--- src/rtl/trig_cu_pkg.sv ---
package trig_cu_pkg;
  localparam int NUM_IN  = 6;
  localparam int NUM_CH  = 9;
  localparam int CODE_W  = 4;
  localparam int PAT_W   = 17;
  // largest division is 2^(2^CODE_W - 2)
  localparam int PCNT_W  = (1 << CODE_W) - 2;

  // raw line indices
  localparam int LN_COSMIC = 0;
  localparam int LN_CLK    = 1;
  localparam int LN_S0     = 2;
  localparam int LN_S1     = 3;
  localparam int LN_S2M    = 4;
  localparam int LN_CER    = 5;

  // place passed channels and the software request into pattern positions
  function automatic logic [PAT_W-1:0] cause_bits(input logic [NUM_CH-1:0] pass,
                                                  input logic sw);
    logic [PAT_W-1:0] w;
    w     = '0;
    w[16] = pass[0];
    w[15] = pass[1];
    w[6]  = pass[2];
    w[13] = pass[3];
    w[12] = pass[4];
    w[11] = pass[5];
    w[10] = pass[6];
    w[9]  = pass[7];
    w[8]  = pass[8];
    w[14] = sw;
    return w;
  endfunction
endpackage

--- src/rtl/trig_cu_gate.sv ---
module trig_cu_gate #(
  parameter int GATE_W = 8
) (
  input  logic              clk,
  input  logic              rst_n,
  input  logic              din,
  input  logic [GATE_W-1:0] width,
  output logic              raw_o,
  output logic              gate_o
);
  logic              din_q, din_qq;
  logic [GATE_W-1:0] cnt_q, cnt_d;
  logic              rise;

  always_comb begin
    rise  = din_q & ~din_qq;
    cnt_d = cnt_q;
    if (rise)
      cnt_d = width;
    else if (cnt_q != '0)
      cnt_d = cnt_q - 1'b1;
  end

  always_ff @(posedge clk or negedge rst_n) begin
    if (!rst_n) begin
      din_q  <= 1'b0;
      din_qq <= 1'b0;
      cnt_q  <= '0;
    end else begin
      din_q  <= din;
      din_qq <= din_q;
      cnt_q  <= cnt_d;
    end
  end

  assign raw_o  = din_q;
  assign gate_o = (cnt_q != '0);
endmodule

--- src/rtl/trig_cu_coinc.sv ---
module trig_cu_coinc
  import trig_cu_pkg::*;
(
  input  logic              clk,
  input  logic              rst_n,
  input  logic [NUM_IN-1:0] gate,
  output logic [NUM_CH-1:0] occ
);
  logic [NUM_CH-1:0] cond, cond_q;

  always_comb begin
    cond[0] = gate[LN_CLK];
    cond[1] = gate[LN_COSMIC];
    cond[2] = gate[LN_S2M] & ~gate[LN_CER];
    cond[3] = gate[LN_S0]  & gate[LN_S1];
    cond[4] = gate[LN_S0]  & gate[LN_S2M];
    cond[5] = gate[LN_S0]  & gate[LN_CER];
    cond[6] = gate[LN_S1]  & gate[LN_S2M];
    cond[7] = gate[LN_S1]  & gate[LN_CER];
    cond[8] = gate[LN_S2M] & gate[LN_CER];
    occ     = cond & ~cond_q;
  end

  always_ff @(posedge clk or negedge rst_n) begin
    if (!rst_n)
      cond_q <= '0;
    else
      cond_q <= cond;
  end
endmodule

--- src/rtl/trig_cu_prescale.sv ---
module trig_cu_prescale #(
  parameter int CODE_W = 4,
  parameter int CNT_W  = 14
) (
  input  logic              clk,
  input  logic              rst_n,
  input  logic              code_we,
  input  logic [CODE_W-1:0] code_in,
  input  logic              occ,
  output logic              pass_o
);
  logic [CODE_W-1:0] code_q, code_d;
  logic [CNT_W-1:0]  cnt_q, cnt_d, last;
  logic              on;

  always_comb begin
    on     = (code_q != '0);
    last   = ~({CNT_W{1'b1}} << (code_q - 1'b1));
    pass_o = occ & on & (cnt_q == last);
    code_d = code_q;
    cnt_d  = cnt_q;
    if (code_we) begin
      code_d = code_in;
      cnt_d  = '0;
    end else if (occ && on) begin
      cnt_d = (cnt_q == last) ? '0 : cnt_q + 1'b1;
    end
  end

  always_ff @(posedge clk or negedge rst_n) begin
    if (!rst_n) begin
      code_q <= '0;
      cnt_q  <= '0;
    end else begin
      code_q <= code_d;
      cnt_q  <= cnt_d;
    end
  end
endmodule

--- src/rtl/trig_coinc_unit.sv ---
module trig_coinc_unit
  import trig_cu_pkg::*;
#(
  parameter int GATE_W   = 8,
  parameter int GATE_RST = 14,
  parameter int ADDR_W   = 4,
  parameter int DATA_W   = 8
) (
  input  logic                clk,
  input  logic                rst_n,
  input  logic [NUM_IN-1:0]   det_in,
  input  logic                sw_trig,
  input  logic                busy,
  input  logic                cfg_we,
  input  logic [ADDR_W-1:0]   cfg_addr,
  input  logic [DATA_W-1:0]   cfg_data,
  output logic                evt_trig,
  output logic                pat_valid,
  output logic [PAT_W-1:0]    pat_word
);
  localparam logic [ADDR_W-1:0] GATE_ADDR = ADDR_W'(NUM_CH);

  logic [1:0]              rst_pipe;
  logic                    rst_s;
  logic [GATE_W-1:0]       gw_q, gw_d;
  logic [NUM_IN-1:0]       raw, gate;
  logic [NUM_CH-1:0]       occ, pass, ps_we;
  logic                    fire, trig_d, trig_q, valid_q;
  logic [PAT_W-1:0]        pat_d, pat_q;

  // reset asserted asynchronously, released on a clock edge
  always_ff @(posedge clk or negedge rst_n) begin
    if (!rst_n)
      rst_pipe <= '0;
    else
      rst_pipe <= {rst_pipe[0], 1'b1};
  end
  assign rst_s = rst_pipe[1];

  always_comb begin
    gw_d = gw_q;
    if (cfg_we && cfg_addr == GATE_ADDR)
      gw_d = cfg_data[GATE_W-1:0];
  end

  always_ff @(posedge clk or negedge rst_s) begin
    if (!rst_s)
      gw_q <= GATE_W'(GATE_RST);
    else
      gw_q <= gw_d;
  end

  for (genvar i = 0; i < NUM_IN; i++) begin : g_line
    trig_cu_gate #(.GATE_W(GATE_W)) u_gate (
      .clk   (clk),
      .rst_n (rst_s),
      .din   (det_in[i]),
      .width (gw_q),
      .raw_o (raw[i]),
      .gate_o(gate[i])
    );
  end

  trig_cu_coinc u_coinc (
    .clk  (clk),
    .rst_n(rst_s),
    .gate (gate),
    .occ  (occ)
  );

  for (genvar c = 0; c < NUM_CH; c++) begin : g_chan
    assign ps_we[c] = cfg_we && (cfg_addr == ADDR_W'(c));
    trig_cu_prescale #(.CODE_W(CODE_W), .CNT_W(PCNT_W)) u_ps (
      .clk    (clk),
      .rst_n  (rst_s),
      .code_we(ps_we[c]),
      .code_in(cfg_data[CODE_W-1:0]),
      .occ    (occ[c]),
      .pass_o (pass[c])
    );
  end

  always_comb begin
    fire   = (|pass) | sw_trig;
    trig_d = fire & ~busy;
    pat_d  = pat_q;
    if (trig_d)
      pat_d = cause_bits(pass, sw_trig) | PAT_W'(raw);
  end

  always_ff @(posedge clk or negedge rst_s) begin
    if (!rst_s) begin
      trig_q  <= 1'b0;
      valid_q <= 1'b0;
      pat_q   <= '0;
    end else begin
      trig_q  <= trig_d;
      valid_q <= trig_d;
      pat_q   <= pat_d;
    end
  end

  assign evt_trig  = trig_q;
  assign pat_valid = valid_q;
  assign pat_word  = pat_q;
endmodule

--- config.mk ---
export PLATFORM = sky130hd
export DESIGN_NAME = trig_coinc_unit
export DESIGN_NICKNAME = d
export VERILOG_FILES = /design/src/rtl/trig_cu_pkg.sv /design/src/rtl/trig_cu_gate.sv /design/src/rtl/trig_cu_coinc.sv /design/src/rtl/trig_cu_prescale.sv /design/src/rtl/trig_coinc_unit.sv
export SDC_FILE = /design/constraint.sdc
export NUM_CORES = 1
export LEC_CHECK = 0
export CAP_MARGIN = 0
export CORE_ASPECT_RATIO = 0.9
export CORE_MARGIN = 5
export CORE_UTILIZATION = 54
export DETAILED_ROUTE_END_ITERATION = 10
export DONT_BUFFER_PORTS = 1
export PLACE_DENSITY_LB_ADDON = 0.15
export SYNTH_ARGS = -nofsm -noshare
export SYNTH_HDL_FRONTEND = slang
export SYNTH_SLANG_ARGS = --single-unit
--- constraint.sdc ---
create_clock -name clk -period 8.55 [get_ports clk]
set_clock_uncertainty 0.05 [all_clocks]
set_input_delay 0.855 -clock clk [delete_from_list [all_inputs] [get_ports clk]]
set_output_delay 0.855 -clock clk [all_outputs]
set_load 0.05 [all_outputs]
# Word-level counts from Yosys, hierarchy flattened
# Cells that the tools add are included.
[op_classes]
add_sub_neg = 24
n_eq_ne = 18
shifts = 9
muxes = 39
bitwise = 53
n_reduce_logical = 51
[ops]
columns = ["cell", "count"]
rows = [
  ["two-way mux 14 bit", 27],
  ["adder 14 x 1 -> 14 bit, second input constant", 9],
  ["equality test 14 bit", 9],
  ["inverter 14 bit", 9],
  ["left shift 14 x 4 -> 14 bit, first input constant", 9],
  ["two-way mux 8 bit", 12],
  ["nonzero test 8 bit", 6],
  ["subtractor 8 x 1 -> 8 bit, second input constant", 6],
  ["nonzero test 4 bit", 9],
  ["subtractor 4 x 1 -> 4 bit, second input constant", 9],
  ["AND 1 bit", 32],
  ["nonzero test 2 bit", 15],
  ["logical AND 1 bit", 19],
  ["OR 17 x 6 -> 17 bit", 1],
  ["equality test 4 x 3 -> 1 bit, second input constant", 4],
  ["AND 9 bit", 1],
  ["inverter 9 bit", 1],
  ["OR reduction 9 bit", 1],
  ["equality test 4 x 2 -> 1 bit, second input constant", 2],
  ["equality test 4 bit, second input constant", 2],
  ["inverter 1 bit", 8],
  ["equality test 4 x 1 -> 1 bit, second input constant", 1],
  ["logical NOT 4 bit", 1],
  ["OR 1 bit", 1],
]
[totals]
ff_bits = 259
out_inout_bits = 19
word_cells = 235

# Depth between registers and ports, before layout
[logic_depth]
depth_word = 9
mapped_depth = 14

# By module
# A second synthesis with hierarchy kept.
[unflattened]
hier_cells = 2050
hier_area_um2 = 17775.8
[by_module_without_submodules]
columns = ["mod", "instances", "cells_each", "area_each_um2"]
rows = [
  ["trig_cu_prescale (g_chan[0].u_ps ...)", 8, 177, 1443.9],
  ["trig_cu_gate", 6, 62, 574.3],
  ["trig_cu_prescale (g_chan[1].u_ps)", 1, 149, 1305.0],
  ["trig_coinc_unit", 1, 88, 1123.6],
  ["trig_cu_coinc", 1, 25, 350.3],
]

# Least setup slack after synthesis
# No wires, ideal clock.
[synth_path]
kind = "reg2reg"
start = "register g_chan[8].u_ps.code_q[0]"
end = "register pat_q[0], in the netlist pat_word[0]"
setup_ns = 0.125
arrival_ns = 3.022
required_ns = 8.375
setup_slack_ns = 5.353
stages_incl_launch_ff = 14
path_cell_list = "dfrtp_1 -> inv_1 -> ha_1 -> inv_1 -> ha_1 -> clkbuf_1 -> nor2b_1 -> a21bo_2 -> a2111oi_0 -> o21a_1 -> a41o_1 -> nor4b_2 -> a41oi_4 -> mux2_4"
[synth_via]
elab_chain_len = 8
elab_cells_between_ends = 10
classes_between = "add/sub: 1; eq/ne: 1; shift: 1; bitwise: 5; reduce/logical: 2"
[synth_lines]
columns = ["element", "line", "text"]
rows = [
  ["start: declaration", "trig_cu_prescale.sv:12", "logic [CODE_W-1:0] code_q, code_d;"],
  ["start signal: assignment", "trig_cu_prescale.sv:35", "code_q <= code_d;"],
  ["subtractor 4 x 1 -> 4 bit", "trig_cu_prescale.sv:18", "last = ~({CNT_W{1'b1}} << (code_q - 1'b1));"],
  ["left shift 14 x 4 -> 14 bit", "trig_cu_prescale.sv:18", ""],
  ["inverter 14 bit", "trig_cu_prescale.sv:18", ""],
  ["equality test 14 bit", "trig_cu_prescale.sv:19", "pass_o = occ & on & (cnt_q == last);"],
  ["AND 1 bit *", "trig_cu_prescale.sv:19", ""],
  ["OR reduction 9 bit *", "trig_coinc_unit.sv:84", "fire = (|pass) | sw_trig;"],
  ["OR 1 bit *", "trig_coinc_unit.sv:84", ""],
  ["AND 1 bit *", "trig_coinc_unit.sv:85", "trig_d = fire & ~busy;"],
  ["end signal: assignment", "trig_coinc_unit.sv:99", "pat_q <= pat_d;"],
  ["end: declaration", "trig_coinc_unit.sv:29", "logic [PAT_W-1:0] pat_d, pat_q;"],
]
# Every way passes the cells marked *; elsewhere a longest branch is shown, timed or not.
# A chain may end at the register's enable or synchronous reset.

# Worst setup path after layout
[layout_path]
start = "register g_chan[0].u_ps.code_q[1]"
end = "register pat_q[0], in the netlist pat_word[0]"
[layout_via]
elab_chain_len = 8
elab_cells_between_ends = 10
classes_between = "add/sub: 1; eq/ne: 1; shift: 1; bitwise: 5; reduce/logical: 2"
[layout_lines]
columns = ["element", "line"]
rows = [
  ["start: declaration", "trig_cu_prescale.sv:12"],
  ["start signal: assignment", "trig_cu_prescale.sv:35"],
  ["subtractor 4 x 1 -> 4 bit", "trig_cu_prescale.sv:18"],
  ["left shift 14 x 4 -> 14 bit", "trig_cu_prescale.sv:18"],
  ["inverter 14 bit", "trig_cu_prescale.sv:18"],
  ["equality test 14 bit", "trig_cu_prescale.sv:19"],
  ["AND 1 bit *", "trig_cu_prescale.sv:19"],
  ["OR reduction 9 bit *", "trig_coinc_unit.sv:84"],
  ["OR 1 bit *", "trig_coinc_unit.sv:84"],
  ["AND 1 bit *", "trig_coinc_unit.sv:85"],
]
# Marked as above.

==> impl_metrics.json <==
{
  "status": "finished, final reports clean",
  "grt_use_total": 0.230,
  "cts_resized": 0,
  "finalMaxSlewViolations": 0,
  "area_growth_pct": 7.79,
  "hpwl_um": 27000,
  "syn_inst": 1820,
  "coreArea_um2": 29000,
  "synth.cell_area_um2": 16000,
  "vias": 13100,
  "clk_path_buf_depth": 3,
  "ctsHoldBuffers": 1,
  "synth_area_leaders": "dfrtp_1 (40%), nand2_1 (4.6%), nor2_1 (4.3%)",
  "ys_warn_count": 0,
  "crit_path_start_kind": "register",
  "wl_per_cell_um": 17.3,
  "grt_pass1_vias": 12300,
  "crit_chain": "inv_1, ha_1, inv_1, ha_1, nor2b_1, nor3_1, o21ai_0, o2111ai_1, nor4_1, nor4b_2, a41oi_4, mux2_4",
  "synth_seq_cells": 258,
  "place.gp.congestion": 0.900,
  "maxCapViolCount": 0,
  "tightest_slew_ps": 1130,
  "dieHeight_um": 173,
  "yosysTopAreaCell": "dfrtp_1",
  "arrival_ps": 4790,
  "rsz0062_at_grt": "no",
  "fill_cells": 2579,
  "critPathKind": "register to register",
  "drtIter0Drc": 918,
  "cp_top_family": "simple AND/OR/NAND/NOR gates",
  "slowest_delay_ps": 970,
  "grt_max_degree": 79,
  "period_share": 0.515,
  "cts_tree": "built",
  "cpMaxStageDelayCell": "nor4_1",
  "setup_viol": 0,
  "drtPass1Iterations": 6,
  "ys_async_sr_fraction": 1.00,
  "slew_headroom": 0.237,
  "crit_buf_inv": 2,
  "worstPathRequired_ps": 8940,
  "powerDensity_nw_per_um2": 273,
  "drive_above_1_share": 0.0718,
  "cts-root-buf": "clkbuf_16",
  "drc": 0,
  "row_count": 59,
  "peakVddDrop_v": 0.000194,
  "synth_nets": 1895,
  "antenna_found_initial": 0,
  "initial_core_util": 0.550,
  "die_x_um": 191,
  "drt-total-wl_um": 38100,
  "finalSetupTns_ps": 0,
  "die_area_um2": 33100,
  "drtAntennaViolNets": 0,
  "ys.flop_type": "dfrtp_1",
  "cts_made_buffers": 28,
  "n_antenna_cell": 0,
  "synth_top_cell_area_share": 0.400,
  "viasPerCell": 5.95,
  "clk_latency_ps": 560,
  "clk_pin_slew_worst_paths_ps": 60,
  "timing.fmax_mhz": 227,
  "synth_edf_count": 0,
  "io_buffers": 0,
  "hold_class": "input pin to register",
  "syn_avg_cell_area_um2": 8.77,
  "numClockSinks": 258,
  "cp-end-kind": "register",
  "grt_pass1_wl_um": 63700,
  "post_cts_buffers": 0,
  "period_needed_ps": 4400,
  "finalHoldViolations": 0,
  "htree_levels": 1,
  "grt_overflow": 0,
  "total_power_uw": 4700,
  "synth.distinct_cells": 84,
  "leakage_uw": 0.00736,
  "fin_nets": 1865,
  "yosysSeqAreaShare": 0.405,
  "io_pins": 42,
  "cp_max_fo": 17
}
[synthesized netlist by cell type (6+ instances only)]
cell	instances
a211oi_1	19
nand3_1	54
a21o_1	10
o211ai_1	8
xnor2_1	63
xor2_1	72
nand2_1	196
ha_1	52
a21oi_1	66
or4_1	19
nand4b_1	6
o22ai_1	17
nor4_1	28
nor3_1	62
nor4b_1	6
nor2_1	183
o31a_1	9
or2_2	6
o21ai_0	113
and2_1	10
a31oi_1	7
nand4_1	54
and3_1	25
clkbuf_1	59
mux2_2	39
o31ai_1	21
nor3b_1	9
o32ai_1	8
or3_1	26
and4_1	7
a211o_1	7
nor2b_1	44
o2111ai_1	7
inv_1	108
mux2_4	6
buf_2	7
dfrtp_1	255
nand3b_1	6
nand2b_1	19
mux2i_1	14
[per-layer routing]
metal / vias to the layer above / routed length (um) / part of all wire / global-route usage
met5: - / 0 / 0 / 0
met4: 0 / 772 / 0.020 / 0.0467
met3: 56 / 2020 / 0.053 / 0.0413
li1: 6432 / - / - / -
met1: 6345 / 18200 / 0.48 / 0.337
met2: 300 / 17100 / 0.45 / 0.360
[stage by stage]
step	std cells	area [um2]	hold slack [ps]	utilization	setup slack [ps]
floorplan	1820	16000	281	-	783
global placement	2155	16300	294	0.560	4230
detailed placement	2155	16300	288	0.560	4140
CTS	2207	17200	242	0.593	4110
global route	2207	17200	238	0.593	3690
finish	2207	17200	270	0.593	4150
[cell families after synthesis]
family	after synthesis	share of synthesized area
AND/OR/NAND/NOR	772	0.244
multiplexers	59	0.0419
other	2	0.000470
AO/OA/AOI/OAI	362	0.151
buffers and inverters	180	0.0440
adder cells (fa/ha/maj)	52	0.0407
flip-flops	258	0.405
XOR/XNOR	135	0.0740
[path summary, 6_finish.rpt]
| path | start | end | slack, ps | depth (start not counted) |
|---|---|---|---|---|
| setup / recovery | g_chan[0].u_ps.code_q[1] | pat_word[0] | 4150 | 12 |
| hold / removal | det_in[4] | g_line[4].u_gate.raw_o | 270 | 0 |
| setup reg to reg | g_chan[0].u_ps.code_q[1] | pat_word[0] | 4150 | 12 |
| hold reg to reg | rst_pipe[0] | rst_pipe[1] | 300 | 0 |
| max in group asynchronous | rst_pipe[1] | g_chan[7].u_ps.code_q[1] | 5890 | 2 |
| min in group asynchronous | rst_n | rst_pipe[1] | 470 | 1 |
[cells in the final DEF (no fill, tap or decap), drive strengths merged, types with 40 or more instances in the layout]
cell type,netlist,routed
mux2,45,45
o21ai,114,114
xnor2,63,63
nand2,196,196
nor2b,44,44
nor3,63,63
nor2,184,184
inv,108,108
a21oi,66,66
nand3,54,54
nand4,54,54
clkbuf,61,40
xor2,72,72
dfrtp,255,255
ha,52,52
[report_power, final]
| group | internal [uW] | switching [uW] |
|---|---|---|
| Clock | 738 | 497 |
| Sequential | 1470 | 371 |
| Combinational | 715 | 911 |
| Total | 2920 | 1780 |
[area by class of cell]
class	count	area, um2	share of cell area
multi-input combinational	1382	8810	0.512
sequential	258	6460	0.376
clock buffer	40	796	0.0462
tap	396	495	0.0288
inverter	109	409	0.0238
clock inverter	11	150	0.00872
timing repair buffer	11	85.1	0.00494
[registers in the layout (all words and copies together), names as in the netlist]
| register | count |
|---|---|
| g_line.u_gate.din_qq | 6 |
| rst_pipe | 2 |
| gw_q | 8 |
| g_line.u_gate.raw_o | 6 |
| g_chan.u_ps.code_q | 36 |
| g_chan.u_ps.cnt_q | 126 |
| g_line.u_gate.cnt_q | 48 |
| evt_trig | 1 |
| pat_word | 16 |
| u_coinc.cond_q | 9 |
No activity file was read; power rests on OpenSTA's default activity.
